**config.mk**
```make
export PLATFORM = sky130hd
export DESIGN_NAME = i2c_wr_target
export DESIGN_NICKNAME = d
export VERILOG_FILES = /design/src/rtl/i2cw_pkg.sv /design/src/rtl/i2cw_sync.sv /design/src/rtl/i2cw_cond.sv /design/src/rtl/i2cw_core.sv /design/src/rtl/i2c_wr_target.sv
export SDC_FILE = /design/constraint.sdc
export NUM_CORES = 1
export LEC_CHECK = 0
export BUFFER_PORTS_ARGS = -buffer_cell sky130_fd_sc_hd__buf_4
export CELL_PAD_IN_SITES_DETAIL_PLACEMENT = 1
export CELL_PAD_IN_SITES_GLOBAL_PLACEMENT = 2
export CORE_MARGIN = 4
export CORE_UTILIZATION = 30
export DETAILED_ROUTE_END_ITERATION = 10
export GPL_ROUTABILITY_DRIVEN = 0
export PLACE_DENSITY = 0.73
export SLEW_MARGIN = 20
export SYNTH_ARGS = -nofsm -noshare
export SYNTH_HDL_FRONTEND = slang
export SYNTH_SLANG_ARGS = --single-unit
```
**constraint.sdc**
```tcl
create_clock -name clk -period 1.8 [get_ports clk]
set_input_delay 0.27 -clock clk [delete_from_list [all_inputs] [get_ports clk]]
set_output_delay 0.27 -clock clk [all_outputs]
set_load 0.02 [all_outputs]
```
**src/rtl/i2cw_pkg.sv**
```systemverilog
package i2cw_pkg;
    localparam int BYTE_W = 8;

    typedef enum logic [1:0] {
        PH_IDLE,
        PH_ADDR,
        PH_PTR,
        PH_DATA
    } phase_e;

    typedef struct packed {
        logic start;
        logic stop;
        logic scl_rise;
        logic scl_fall;
        logic sda;
    } bus_ev_t;

    typedef struct packed {
        logic [BYTE_W-1:0] addr;
        logic [BYTE_W-1:0] data;
    } wr_item_t;

    // Straps replace the two top bits of the 8-bit address byte; R/W must be 0.
    function automatic logic [BYTE_W-1:0] match_byte(input logic [6:0] base,
                                                     input logic [1:0] strap);
        return {strap, base[4:0], 1'b0};
    endfunction
endpackage

```
**src/rtl/i2cw_sync.sv**
```systemverilog
module i2cw_sync #(
    parameter int STAGES = 2,
    parameter int WIDTH  = 2
) (
    input  logic             clk,
    input  logic             rst,
    input  logic [WIDTH-1:0] d,
    output logic [WIDTH-1:0] q
);
    for (genvar i = 0; i < WIDTH; i++) begin : g_bit
        logic [STAGES-1:0] chain;
        always_ff @(posedge clk) begin
            if (rst) chain <= '1;
            else     chain <= {chain[STAGES-2:0], d[i]};
        end
        assign q[i] = chain[STAGES-1];
    end
endmodule

```
**src/rtl/i2cw_cond.sv**
```systemverilog
module i2cw_cond
    import i2cw_pkg::*;
(
    input  logic    clk,
    input  logic    rst,
    input  logic    scl_s,
    input  logic    sda_s,
    output bus_ev_t ev
);
    logic scl_q, sda_q;

    always_ff @(posedge clk) begin
        if (rst) begin
            scl_q <= 1'b1;
            sda_q <= 1'b1;
        end else begin
            scl_q <= scl_s;
            sda_q <= sda_s;
        end
    end

    always_comb begin
        ev.scl_rise = scl_s & ~scl_q;
        ev.scl_fall = ~scl_s & scl_q;
        ev.start    = scl_s & scl_q & sda_q & ~sda_s;
        ev.stop     = scl_s & scl_q & ~sda_q & sda_s;
        ev.sda      = sda_s;
    end
endmodule

```
**src/rtl/i2cw_core.sv**
```systemverilog
module i2cw_core
    import i2cw_pkg::*;
#(
    parameter logic [6:0] BASE_ADDR = 7'h03,
    parameter int         NUM_REGS  = 5
) (
    input  logic     clk,
    input  logic     rst,
    input  bus_ev_t  ev,
    input  logic [1:0] strap,
    output logic     sda_pull,
    output logic     wr_valid,
    output wr_item_t wr_item
);
    localparam logic [BYTE_W:0] LIMIT = (BYTE_W+1)'(NUM_REGS);

    phase_e            phase;
    logic [3:0]        cnt;
    logic [BYTE_W-1:0] shreg;
    logic [BYTE_W-1:0] ptr;

    always_ff @(posedge clk) begin
        if (rst) begin
            phase    <= PH_IDLE;
            cnt      <= '0;
            shreg    <= '0;
            ptr      <= '0;
            sda_pull <= 1'b0;
            wr_valid <= 1'b0;
            wr_item  <= '0;
        end else begin
            wr_valid <= 1'b0;
            if (ev.start) begin
                phase    <= PH_ADDR;
                cnt      <= '0;
                sda_pull <= 1'b0;
            end else if (ev.stop) begin
                phase    <= PH_IDLE;
                cnt      <= '0;
                sda_pull <= 1'b0;
            end else if (phase != PH_IDLE) begin
                if (ev.scl_rise && cnt < 4'd8) begin
                    shreg <= {shreg[BYTE_W-2:0], ev.sda};
                    cnt   <= cnt + 4'd1;
                end else if (ev.scl_fall && cnt == 4'd8) begin
                    cnt <= 4'd9;
                    unique case (phase)
                        PH_ADDR: begin
                            if (shreg == match_byte(BASE_ADDR, strap)) begin
                                sda_pull <= 1'b1;
                                phase    <= PH_PTR;
                            end else begin
                                phase <= PH_IDLE;
                            end
                        end
                        PH_PTR: begin
                            ptr      <= shreg;
                            sda_pull <= 1'b1;
                            phase    <= PH_DATA;
                        end
                        PH_DATA: begin
                            sda_pull <= 1'b1;
                            ptr      <= ptr + 1'b1;
                            if ({1'b0, ptr} < LIMIT) begin
                                wr_valid     <= 1'b1;
                                wr_item.addr <= ptr;
                                wr_item.data <= shreg;
                            end
                        end
                        default: phase <= PH_IDLE;
                    endcase
                end else if (ev.scl_fall && cnt == 4'd9) begin
                    sda_pull <= 1'b0;
                    cnt      <= '0;
                end
            end
        end
    end

    AST_ACK_AFTER_FALL: assert property (@(posedge clk) disable iff (rst)
        $rose(sda_pull) |-> $past(ev.scl_fall));
    AST_STOP_RELEASE: assert property (@(posedge clk) disable iff (rst)
        ev.stop |=> (!sda_pull && phase == PH_IDLE));
    AST_START_REARM: assert property (@(posedge clk) disable iff (rst)
        ev.start |=> (phase == PH_ADDR && cnt == 4'd0));
    AST_STROBE_PULSE: assert property (@(posedge clk) disable iff (rst)
        wr_valid |=> !wr_valid);
    AST_STROBE_IN_RANGE: assert property (@(posedge clk) disable iff (rst)
        wr_valid |-> ({1'b0, wr_item.addr} < LIMIT));
    AST_PTR_STEP: assert property (@(posedge clk) disable iff (rst)
        wr_valid |-> (ptr == wr_item.addr + 1'b1));
endmodule

```
**src/rtl/i2c_wr_target.sv**
```systemverilog
module i2c_wr_target
    import i2cw_pkg::*;
#(
    parameter logic [6:0] BASE_ADDR   = 7'h03,
    parameter int         NUM_REGS    = 5,
    parameter int         SYNC_STAGES = 2
) (
    input  logic       clk,
    input  logic       rst,
    input  logic       scl_in,
    input  logic       sda_in,
    input  logic [1:0] strap,
    output logic       sda_pull,
    output logic       wr_valid,
    output logic [7:0] wr_addr,
    output logic [7:0] wr_data
);
    logic [1:0] pins_s;
    bus_ev_t    ev;
    wr_item_t   item;

    i2cw_sync #(.STAGES(SYNC_STAGES), .WIDTH(2)) u_sync (
        .clk(clk), .rst(rst), .d({scl_in, sda_in}), .q(pins_s)
    );

    i2cw_cond u_cond (
        .clk(clk), .rst(rst), .scl_s(pins_s[1]), .sda_s(pins_s[0]), .ev(ev)
    );

    i2cw_core #(.BASE_ADDR(BASE_ADDR), .NUM_REGS(NUM_REGS)) u_core (
        .clk(clk), .rst(rst), .ev(ev), .strap(strap),
        .sda_pull(sda_pull), .wr_valid(wr_valid), .wr_item(item)
    );

    assign wr_addr = item.addr;
    assign wr_data = item.data;
endmodule

```
==> impl_results.md <==
* Syn Nets at 258
* Worst path bufs/invs at 1
* Post-synthesis sequential area ratio at 41.16%
* Hold WC Path Type: input pin to flop
* N_diodes at 0
* WP data required at 2.00 ns
* Vias at 1,911
* Initial Util at 30.84%
* Mapped cell area at 0.002237 sq mm
* Worst Tran Pin Value at 0.4219 ns
* Total routed wirelength at 6105 microns
* Clock sink count at 46
* First-pass DRT Iterations at 4
* Lkg Pwr at 1.059 nW
* Post-Synthesis Cells at 241
* Most common cell on crit path: a211oi_1
* Area delta synth->final at 23.94%
* Antenna viol nets, final at 0
* Highest clock rate at 0.5972 GHz
* Final cell count without fillers at 383
* Main synth FF type: dfxtp_1
* CTS Buf Count at 5
* Unique cell type count in the Yosys netlist at 54
* CTS H-tree lvls at 2
* Die area at 0.008903 sq mm
* Die height at 94.36 microns
* CTS tree: yes
* Async SR Flop Fraction at 0%
* Clk root buf: clkbuf_8
* Setup TNS at 0 ns
* Final worst path period need at 1.674 ns
* # Max-Cap Violations at 0
* Clock buffer depth at 2
* CP Max Fanout at 14
* Largest net degree at the start of global routing at 26
* Final Skew at 0.01328 ns
* Ports at 24
* Critical path's largest stage delay at 0.37 ns
* Share of cells above drive strength 1 at 28.17%
* EDFF count, synth at 0
* Switching share of power at 25.49%
* Via-to-Cell Ratio at 4.990
* Worst vdd ir at 371.3 uV
* Seq pwr share at 57.4%
* Internal power at 1.340 mW
* Final core occ at 38.23%
* Clk pwr share at 37.8%
* Clk_lat worst skew at 0.31 ns
* Worst slew margin at 71.49%
* Synthesis-stage register bit count at 46
* Number of port buffers at 23
* Iter 0 DRT Violations at 71
* Final Cycle Share at 93.02%
* Via count of the first global-routing pass at 1,972
* Worst EP arrival at 1.87 ns
* Most area-consuming cells after synthesis: dfxtp_1 (41%), ha_1 (6.2%), nand2_1 (4.2%), a31o_1 (3.5%), nor4b_1 (3.5%)
* Placed Cells at 374
* Crit. End Element: flop
* RSZ-0062 raised after global routing: no
* Final Net Count at 300
* Startpoint types: flop
* GRT Resource Usage Total at 14.23%
* Combinational Power Share at 4.8%
* Hold_buf cts at 0
* Pre-CTS setup slack at -0.01636 ns
* Yosys top cell by area: dfxtp_1
* P_sw at 0.4583 mW
* FP Rows at 31
* Post-DP HPWL at 4363 microns
* Hold WS at 0.1515 ns
* Cell Pwr Density at 648.6 mW/mm^2
* Initial antenna violation count at 0
* CP Cell Sequence: inv_1 > ha_1 > nand2b_1 > a211o_4 > a211oi_1 > a211oi_1
* Core area at 0.007253 sq mm
* CP Class: flop to flop
* First-pass GRT wire length at 9929 microns
* GRT overflow at 0
* Final Setup Violations at 0
* Largest delay contributor family on the critical path: compound AO/OA/AOI/OAI gates
* Status: completed
* Crit-path slowest cell: dfxtp_2
* Reg clk slew, reported paths at 0.11 ns
* Top cell type's share of synthesized area at 41.16%
* Die X at 94.36 microns
* Max-slew violation count at 0
* Slack of the critical path at 0.1257 ns
* DR DRC count at 0
* Yosys Warn Count at 0
* Syn Area/Cell at 9.283 sq um
* DR WL/cell at 15.94 microns
* Final Hold Fails at 0
==> power groups by stage <==
| stage | logic, mW | clock network (mW) | registers (mW) |
|---|---|---|---|
| floorplan | 0.0536 | 0 | 1.05 |
| global placement | 0.0837 | 0 | 1.05 |
| detailed placement | 0.0850 | 0 | 1.05 |
| CTS | 0.0866 | 0.707 | 1.03 |
| global route | 0.0964 | 0.754 | 1.03 |
| finish | 0.0866 | 0.680 | 1.03 |
==> routing by layer <==
metal | global-route usage, % | vias to the layer above | wire length, microns
met5 | 0 | - | 0
met4 | 3.851 | 0 | 59
met3 | 3.108 | 4 | 134
met2 | 22.16 | 27 | 2865
met1 | 19.86 | 930 | 3047
li1 | - | 950 | -
==> final timing paths <==
check | slack, ns | depth (start not counted) | to | startpoint
setup reg to reg | 0.13 | 6 | u_core.ptr[1]$_SDFFE_PP0P_ | u_core.phase[0]$_SDFFE_PP0P_
setup / recovery | 0.13 | 6 | u_core.ptr[1]$_SDFFE_PP0P_ | u_core.phase[0]$_SDFFE_PP0P_
hold / removal | 0.15 | 2 | u_sync.g_bit[1].chain[0]$_SDFF_PP1_ | scl_in
hold reg to reg | 0.42 | 1 | u_sync.g_bit[1].chain[1]$_SDFF_PP1_ | u_sync.g_bit[1].chain[0]$_SDFF_PP1_
==> what timing repair did <==
| item | in CTS | in global routing |
|---|---|---|
| setup buffers | 1 | 0 |
| resized for setup | 1 | 8 |
| cloned | 0 | 0 |
| endpoints found under the setup margin | 5 | 27 |
==> registers in the layout, indices dropped and copies added, names as in the netlist <==
name and flops:
u_sync.g_bit.chain 4, u_core.phase 2, u_cond.scl_q 1, u_cond.sda_q 1, u_core.wr_valid 1, u_core.sda_pull 1, u_core.shreg 8, u_core.ptr 8
u_core.cnt 4, u_core.wr_item 16
==> cells in the final DEF (no fill, tap or decap), types with 4 or more instances in the layout <==
cell type  count
buf_4         47
dfxtp_1       44
nand2_1       25
a21oi_1       15
inv_1         12
ha_1          11
a31o_1         9
nor2_1         8
nor4b_1        7
o21ai_0        7
nor3_1         6
or2_2          6
and3_1         6
clkbuf_8       5
nor2b_1        4
nand3_1        4
o21bai_1       4
a31oi_1        4
==> through the flow <==
stage | total power [mW] | instance area (sq um)
after floorplan | 1.107 | 2237
after global placement | 1.138 | 2620
after detailed placement | 1.140 | 2620
after CTS | 1.825 | 2734
after global routing | 1.884 | 2773
final | 1.798 | 2773
==> Yosys cell counts (4+ instances only) <==
| master | instances |
|---|---|
| nand3_1 | 4 |
| nand2_1 | 25 |
| inv_1 | 12 |
| clkbuf_1 | 7 |
| nor3_1 | 7 |
| dfxtp_1 | 46 |
| nor2b_1 | 4 |
| nor2_1 | 8 |
| ha_1 | 11 |
| or2_2 | 6 |
| and3_1 | 6 |
| a31oi_1 | 4 |
| o21bai_1 | 4 |
| o21ai_0 | 7 |
| nor4b_1 | 9 |
| a21oi_1 | 15 |
| a31o_1 | 9 |
| nor4_1 | 4 |
==> cells by family after synthesis <==
group,synth area share (%)
adders and majority gates,6.152
DFF,41.16
and+or+nand+nor,24.55
xor gates and xnor gates,1.958
AOI/OAI and AO/OA,18.90
buffers and inverters,7.270
==> final cells by class <==
class | instances | area (sq um)
fill | 881 | 4481
multi-input combinational | 168 | 1191
sequential | 46 | 923.4
timing repair buffer | 49 | 392.9
tap | 99 | 123.9
clock buffer | 5 | 68.82
inverter | 13 | 48.80
clock inverter | 3 | 23.77
(Power assumes the default switching activity.)
